--- src/rtl/busmem_window_map.sv ---
module busmem_window_map #(
  parameter int AW = 8
) (
  input  logic          clk,
  input  logic          rst_n,
  input  logic          alt_mode,
  input  logic          reg_wr,
  input  logic          reg_rd,
  input  logic [AW-1:0] reg_addr,
  input  logic [3:0]    reg_be,
  input  logic [31:0]   reg_wdata,
  output logic [31:0]   reg_rdata,
  output logic          rd_valid,
  input  logic [1:0]    win_sel,
  input  logic [31:0]   win_off,
  output logic [31:0]   pci_addr,
  output logic          out_of_range
);

  localparam logic [31:0] NIB_SZ0 = 32'h0C00_0000;
  localparam logic [31:0] NIB_SZ1 = 32'h1000_0000;
  localparam logic [31:0] NIB_SZ2 = 32'h1000_0000;
  localparam logic [31:0] MSK_SZ0 = 32'h0100_0000;
  localparam logic [31:0] MSK_SZ1 = 32'h0400_0000;
  localparam logic [31:0] MSK_SZ2 = 32'h0800_0000;

  logic [31:0] file_q [8];
  logic [2:0]  idx;
  logic        hit, full;
  logic [31:0] map_v, size_v, base_v;
  logic        sel_ok;

  assign idx  = reg_addr[4:2];
  assign hit  = (reg_addr[1:0] == 2'b00) && (reg_addr[AW-1:5] == '0);
  assign full = (reg_be == 4'hF);

  always_ff @(posedge clk) begin
    if (!rst_n) begin
      for (int i = 0; i < 8; i++) file_q[i] <= '0;
    end else if (reg_wr && hit && full) begin
      file_q[idx] <= reg_wdata;
    end
  end

  always_ff @(posedge clk) begin
    if (!rst_n) begin
      reg_rdata <= '0;
      rd_valid  <= 1'b0;
    end else begin
      rd_valid <= reg_rd;
      if (reg_rd) reg_rdata <= (hit && full) ? file_q[idx] : 32'h0;
    end
  end

  always_comb begin
    case (win_sel)
      2'd0:    size_v = alt_mode ? MSK_SZ0 : NIB_SZ0;
      2'd1:    size_v = alt_mode ? MSK_SZ1 : NIB_SZ1;
      default: size_v = alt_mode ? MSK_SZ2 : NIB_SZ2;
    endcase
  end

  assign sel_ok       = (win_sel != 2'd3);
  assign map_v        = file_q[{1'b0, win_sel}];
  assign base_v       = alt_mode ? (map_v & ~(size_v - 32'd1)) : {map_v[3:0], 28'h0};
  assign out_of_range = !sel_ok || (win_off >= size_v);
  assign pci_addr     = out_of_range ? 32'h0 : base_v + win_off;

  AST_RDVALID_AFTER_RD: assert property (@(posedge clk) disable iff (!rst_n)
    reg_rd |=> rd_valid);
  AST_RDVALID_IDLE: assert property (@(posedge clk) disable iff (!rst_n)
    !reg_rd |=> !rd_valid);
  AST_MISALIGNED_READ_ZERO: assert property (@(posedge clk) disable iff (!rst_n)
    (reg_rd && reg_addr[1:0] != 2'b00) |=> (reg_rdata == 32'h0));
  AST_PARTIAL_READ_ZERO: assert property (@(posedge clk) disable iff (!rst_n)
    (reg_rd && reg_be != 4'hF) |=> (reg_rdata == 32'h0));
  AST_NIBBLE_LOW_PASS: assert property (@(posedge clk) disable iff (!rst_n)
    (!alt_mode && !out_of_range) |-> (pci_addr[27:0] == win_off[27:0]));
  AST_MASKED_LOW_PASS: assert property (@(posedge clk) disable iff (!rst_n)
    (alt_mode && !out_of_range) |-> (pci_addr[23:0] == win_off[23:0]));
  AST_BAD_WINDOW_FLAG: assert property (@(posedge clk) disable iff (!rst_n)
    (win_sel == 2'd3) |-> out_of_range);

endmodule

--- config.mk ---
export PLATFORM = sky130hd
export DESIGN_NAME = busmem_window_map
export DESIGN_NICKNAME = d
export VERILOG_FILES = /design/src/rtl/busmem_window_map.sv
export SDC_FILE = /design/constraint.sdc
export NUM_CORES = 1
export LEC_CHECK = 0
export BUFFER_PORTS_ARGS = -buffer_cell sky130_fd_sc_hd__buf_2
export CORE_ASPECT_RATIO = 1.25
export CORE_MARGIN = 2
export CORE_UTILIZATION = 53
export CTS_CLUSTER_DIAMETER = 80
export CTS_CLUSTER_SIZE = 8
export DETAILED_ROUTE_END_ITERATION = 16
export MAX_ROUTING_LAYER = met4
export PLACE_DENSITY = 0.72
export REMOVE_ABC_BUFFERS = 1
export SETUP_SLACK_MARGIN = 0.02
export SYNTH_ARGS = -nofsm -noshare
export SYNTH_HDL_FRONTEND = slang
export SYNTH_SLANG_ARGS = --single-unit
--- constraint.sdc ---
create_clock -name clk -period 4.09 [get_ports clk]
set_input_delay 0.6135 -clock clk [delete_from_list [all_inputs] [get_ports clk]]
set_output_delay 0.6135 -clock clk [all_outputs]
set_load 0.05 [all_outputs]
[Word level (Yosys, flattened, before mapping)]
Memories as Yosys holds them, arrays and structs flattened.
Cells that the tools add are included.
Storage, ports and cells
  logic and storage cells: 35
  input port bits: 83
  output and inout bits: 66
  bits in writable memories: 256
  memories: 1
  flip-flop bits (word level): 33
Operators by class
  mux-type cells: 14
  equality and inequality tests: 3
  bitwise logic cells: 2
  add/sub/neg operators: 2
  magnitude comparators: 1
  reduce and logical (&&, ||, !) cells: 10
Memories
  file_q: words 8, width 32, read ports 2, clocked after Yosys merged registers in 0, wr ports 8, line 27  | logic [31:0] file_q [8];
Operator list (number)
  32-bit 2-to-1 mux: 4
  29-bit 2-to-1 mux: 2
  29-bit case mux with 2 select lines: 1
  32-bit adder: 1
  32-bit AND: 1
  32-bit greater-or-equal comparator: 1
  32-bit inverter: 1
  32-bit OR reduction: 1
  32-bit by 1-bit subtractor with 32-bit output (second input constant): 1
  28-bit 2-to-1 mux: 1
  1-bit 2-to-1 mux: 5
  4-bit == test (second input constant): 1
  1-bit logical AND: 4
  2-bit logical NOT: 2
  3-bit logical NOT: 1
  3-bit 2-to-1 mux: 1
  2-bit by 1-bit == test with 1-bit output (second input constant): 1
  2-bit != test (second input constant): 1
  1-bit logical NOT: 1
  1-bit logical OR: 1

[Longest topological paths before layout]
  depth in word-level cells: 9
  mapped depth: 14
  gate-level depth less buffers: 12

[Worst setup path after synthesis]
Ideal clock, no wire load.
  path type: in2out
  start point: input win_sel[1]
  end point: output pci_addr[28]
  stages on the path: 10
  arrival: 4.036 ns
  path buffers: 2
  data required time: 3.477 ns
  path slack: -0.559 ns
  path through: clkbuf_1 -> clkbuf_1 -> nor2_1 -> or2_2 -> ha_1 -> or4_1 -> a221oi_1 -> o31a_1 -> inv_1 -> nor3_1
Between the ends
  elaborated cells between the ends (all ways): 14
  classes of those cells: add/sub (2); order compare (1); eq/ne (2); mux (3); bitwise (2); reduce/logical (3); memory (1)
RTL lines
  start: declaration: line 14  | input logic [1:0] win_sel,
  2-bit by 1-bit == test with 1-bit output / 2-bit logical NOT (equally long branches): line 56  | case (win_sel)
  29-bit case mux with 2 select lines: line 56
  32-bit greater-or-equal comparator: line 66  | assign out_of_range = !sel_ok || (win_off >= size_v);
  1-bit logical OR *: line 66
  named net out_of_range: line 17  | output logic out_of_range
  32-bit 2-to-1 mux *: line 67  | assign pci_addr = out_of_range ? 32'h0 : base_v + win_off;
  end: declaration: line 16  | output logic [31:0] pci_addr,
Mark *: on every way through the listed nets, which the timed path passes. The rest lies on a longest branch.

[Worst setup path after layout]
  start point: input win_sel[0]
  end point: output pci_addr[31]
Between the ends
  longest elaborated chain between the ends: 8
  elaborated cells between the ends (all ways): 14
  classes of those cells: add/sub (2); order compare (1); eq/ne (2); mux (3); bitwise (2); reduce/logical (3); memory (1)
RTL lines
  2-bit by 1-bit == test with 1-bit output / 2-bit logical NOT (equally long branches): line 56
  29-bit case mux with 2 select lines: line 56
  32-bit by 1-bit subtractor with 32-bit output: line 65  | assign base_v = alt_mode ? (map_v & ~(size_v - 32'd1)) : {map_v[3:0], 28'h0};
  32-bit inverter: line 65
  32-bit AND: line 65
  32-bit 2-to-1 mux: line 65
  32-bit adder: line 67
  32-bit 2-to-1 mux *: line 67
Mark *: on every way between the ends. The rest lies on a longest branch, timed or not.

==> results <==
- The flow ran to the end, and the final reports show no timing, DRC or antenna violations.
- The number of slew-limit violations in the final report is 0.
- Clock-pin slew was measured on the worst setup and hold paths at about 0.050 ns.
- The register bit count reported by yosys is 289.
- Setup repair after global routing left no endpoint under its margin.
- The average wire length per cell after detail routing is ~22 um.
- The initial core utilization is between 50 and 60%.
- The data arrival at the endpoint of the critical path is around 3.2 ns.
- The count of nets left with antenna violations once routing finished came out at 0.
- Walking the worst path, the cells encountered are clkbuf_4 > mux4_1 > mux2_2 > ha_1 > nand4b_1 > and3_1 > or3_1 > a21oi_1 > buf_2.
- The number of buffers inserted by port buffering is between 100 and 150.
- Cells fill around 64% of the core in the end.
- Dividing the final minimum period by the clock period gives between 90% and 100%.
- The internal cell power is 5.53 mW.
- The HPWL reported at the end of detailed placement is just under 20 mm.
- The initial antenna violation count is 5.
- The final critical delay including setup and external delays is roughly 3.8 ns.
- The kind of capture point of the worst setup path is a primary output.
- At the pin with the least slew margin, the transition time is about 0.85 ns.
- The clock buffer count from CTS is 42.
- The top cell type's share of synthesized area is a little under three fifths.
- The worst-case headroom to the max-slew limit is approximately 44%.
- IR analysis of the VDD net gives a maximum drop of 0.330 mV.
- The class of the tightest hold or removal check is in2reg.
- For this design the ratio of total power to cell area is approximately 430 mW/mm2.
- The delay of the slowest critical-path stage is ~0.58 ns.
- The maximum fanout along the worst path is 14.
- The hold slack is 0.458 ns.
- The boundary pin count is roughly 150.
- The sequential cells in the finished layout cover a total of between 0.008 and 0.009 mm2.
- Timing would allow up to about 260 MHz.
- The fraction of registers with async set or reset after synthesis is 0%.
- The total global routing overflow is 0.
- The sink count of the clock tree is slightly below 300.
- After detailed routing, the total wire length is between 30 and 40 mm.
- The remaining design rule violation count is 0.
- The CTS tree is built.
- Using the TritonRoute via totals, the vias-per-cell ratio works out to roughly 5.6.
- The total net switching power is 1.54 mW.
- The prevailing post-synth register cell is edfxtp_1.
- The maximum number of pins on one net before global-route repair is 70.
- The die is 184 um tall.
- The footprint of the multi-input gates is approximately 0.0051 mm2.
- The cell area that synthesis handed to floorplanning was 0.0137 mm2.
- The sequential share of power is 47.8%.
- The maximum clock path buffer count is 3.
- The final layout contains 1212 nets.
- The highest-delay cell along the critical path is mux4_1.
- The number of filler cells placed in the layout is between 1500 and 2000.
- The area overhead of the layout relative to synthesis is 18.6%.
- The design draws 7.07 mW.
- The final weighted congestion in routability-driven placement is between 0.7 and 0.8.
- In this run, the number of DRC markers left after iteration 0 of detailed routing was 516.
- The first global-routing pass estimated slightly below 50 mm of wire.
- STA classifies the critical path startpoint as an input port.
- Synthesis produced approximately 950 cells.
- The maximum clock skew at final layout is between 0.01 and 0.015 ns.
- The area of the core is ~0.025 mm2.
- The number of endpoints with negative hold slack in the final report is 0.
- The tree is rooted in a clkbuf_16.
- The H-tree generated during clock tree synthesis spans 2 levels.
- Across the run, the number of max-cap violations was 0.
- The share of the Yosys chip area taken by registers is roughly 61%.
- The die outline width is roughly 150 um.
- The insertion delay of the later-clocked pin in the worst-skew pair is around 0.52 ns.
- The via count of the first global-routing pass is ~8600.
- The mean cell area of the mapped netlist is 14.4 um2.
- The count of distinct cell types in the synthesized netlist is 46.
- The cell area reported after detailed placement is around 0.015 mm2.
- The floorplan step defined a die boundary enclosing 0.0272 mm2.
- After routing the design area is between 0.015 and 0.02 mm2.
- Row generation in the floorplan step produced 65 rows.
- Of the cells placed in the final design, the portion with a size suffix greater than 1 is 27.7%.
- The Yosys step of the flow raised 0 warnings.
- For this run, the detailed router's first-pass iteration total came to 5.
- The vias after detailed routing is approximately 8400.
- The power share of the combinational group is 7.6%.
- The switching power as a share of total power is a little over a fifth.
- The required time of the critical path is roughly 3.5 ns.
- The post-cts hold buffer count is 0.
- The library cell with the largest summed area after synthesis is edfxtp_1.
- Ranked by total cell area, the synthesized netlist is headed by edfxtp_1, and2_1, mux4_2.
- The final count of negative-setup-slack endpoints is 0.
- The class of the most critical setup path is in2out.
- The clock network is responsible for between 40 and 50% of the overall power.
- The synthesized design contains approximately 260 enable-type register cells.
- Global routing used about a quarter of the available tracks.
- The leakage power is slightly above 6 nW.
[Yosys cell counts, types with 2 or more instances]
master / number
xnor2_1: 4
buf_1: 4
a211oi_1: 2
nand2_1: 10
ha_1: 12
nor3_1: 5
nor4_4: 3
nand4_1: 3
clkbuf_1: 46
and3_1: 3
buf_2: 7
mux2i_1: 36
nor2_1: 13
nor3_2: 2
nand2b_1: 6
edfxtp_1: 256
a21o_1: 2
dfxtp_1: 33
or3_1: 2
inv_1: 35
nor2b_1: 9
and2_1: 315
a31oi_1: 2
a21oi_1: 6
o21ai_0: 6
o22ai_1: 32
mux4_2: 68
mux2_2: 4
mux4_1: 4
clkbuf_2: 3
nor4_1: 5
[per-layer routing]
layer	up-vias	routed length, um	GRT usage (%)
met4	0	613	7.50
li1	3820	-	-
met2	274	17000	43.7
met5	-	0	-
met1	4251	12800	29.4
met3	44	1860	4.34
[final timing paths]
kind                                   start                    endpoint  slack [ns]  cells after the start
setup reg to reg  file_q[6][8]$_SDFFCE_PN0P_   reg_rdata[8]$_SDFFE_PN0P_        2.61                      4
setup / recovery                  win_sel[0]                pci_addr[31]        0.31                      9
hold reg to reg    reg_rdata[7]$_SDFFE_PN0P_   reg_rdata[7]$_SDFFE_PN0P_        0.59                      3
hold / removal                  reg_wdata[7]  file_q[6][7]$_SDFFCE_PN0P_        0.46                      2
[cell families (layout without fill, tap and decap cells)]
kind of cell    count (synthesis)  in the layout  share of synthesized area [%]
compound gates                 52             52                           2.33
xor+xnor                        5              5                          0.319
buf+inv                        97            291                           2.83
flops                         289            289                           60.8
fa+ha+maj                      13             13                           1.24
simple gates                  385            385                           17.5
mux                           112            112                           14.9
other cells                     0              5                              0
[stage by stage]
stage	std cells	setup WS [ns]	setup TNS, ns
finish	1487	0.308	0
CTS	1480	0.191	0
detailed placement	1405	0.198	0
global placement	1405	0.258	0
global route	1487	0.124	0
floorplan	891	-0.232	-11.25
[cell type report]
type	instances	share of cell area, %
Clock buffer	73	7.30
Multi-Input combinational cell	567	31.1
Sequential cell	289	51.3
Tap cell	335	2.58
Clock inverter	2	0.108
Timing Repair Buffer	181	6.72
Inverter	35	0.807
Antenna cell	5	0.0769
[cell usage in the layout, fill, tap and decap left out, types with 10 or more instances in the layout]
cell type | synthesis | layout
inv_1 | 35 | 35
nand2_1 | 10 | 10
mux2i_1 | 36 | 36
clkbuf_1 | 46 | 30
buf_2 | 7 | 146
and2_1 | 315 | 315
mux4_2 | 68 | 68
clkbuf_16 | 0 | 43
edfxtp_1 | 256 | 256
ha_1 | 12 | 12
o22ai_1 | 32 | 32
buf_4 | 1 | 26
dfxtp_1 | 33 | 33
[worst max-delay path: cells and delay by family]
family	cells	cell delay [ns]
buffers and inverters	2	0.53
adders and majority gates	1	0.33
AOI/OAI and AO/OA	1	0.14
muxes	2	0.87
and+or+nand+nor	3	0.67
[power groups by stage]
stage / sequential [mW] / clock, mW / combinational (mW)
global route: 3.39 / 3.31 / 0.581
CTS: 3.38 / 3.19 / 0.544
detailed placement: 3.43 / 0 / 0.542
finish: 3.38 / 3.15 / 0.539
global placement: 3.43 / 0 / 0.535
floorplan: 3.42 / 0 / 0.292
[registers in the layout (all words and copies together), names as in the netlist]
register / flops
rd_valid: 1
reg_rdata: 32
file_q: 256
[timing repair]
| item | 4_1_cts | 5_1_grt |
|---|---|---|
| setup endpoints to repair | 0 | 2 |
| setup buffers | 0 | 2 |
| resized for setup | 0 | 1 |
Power figures use the tool's default switching activity.
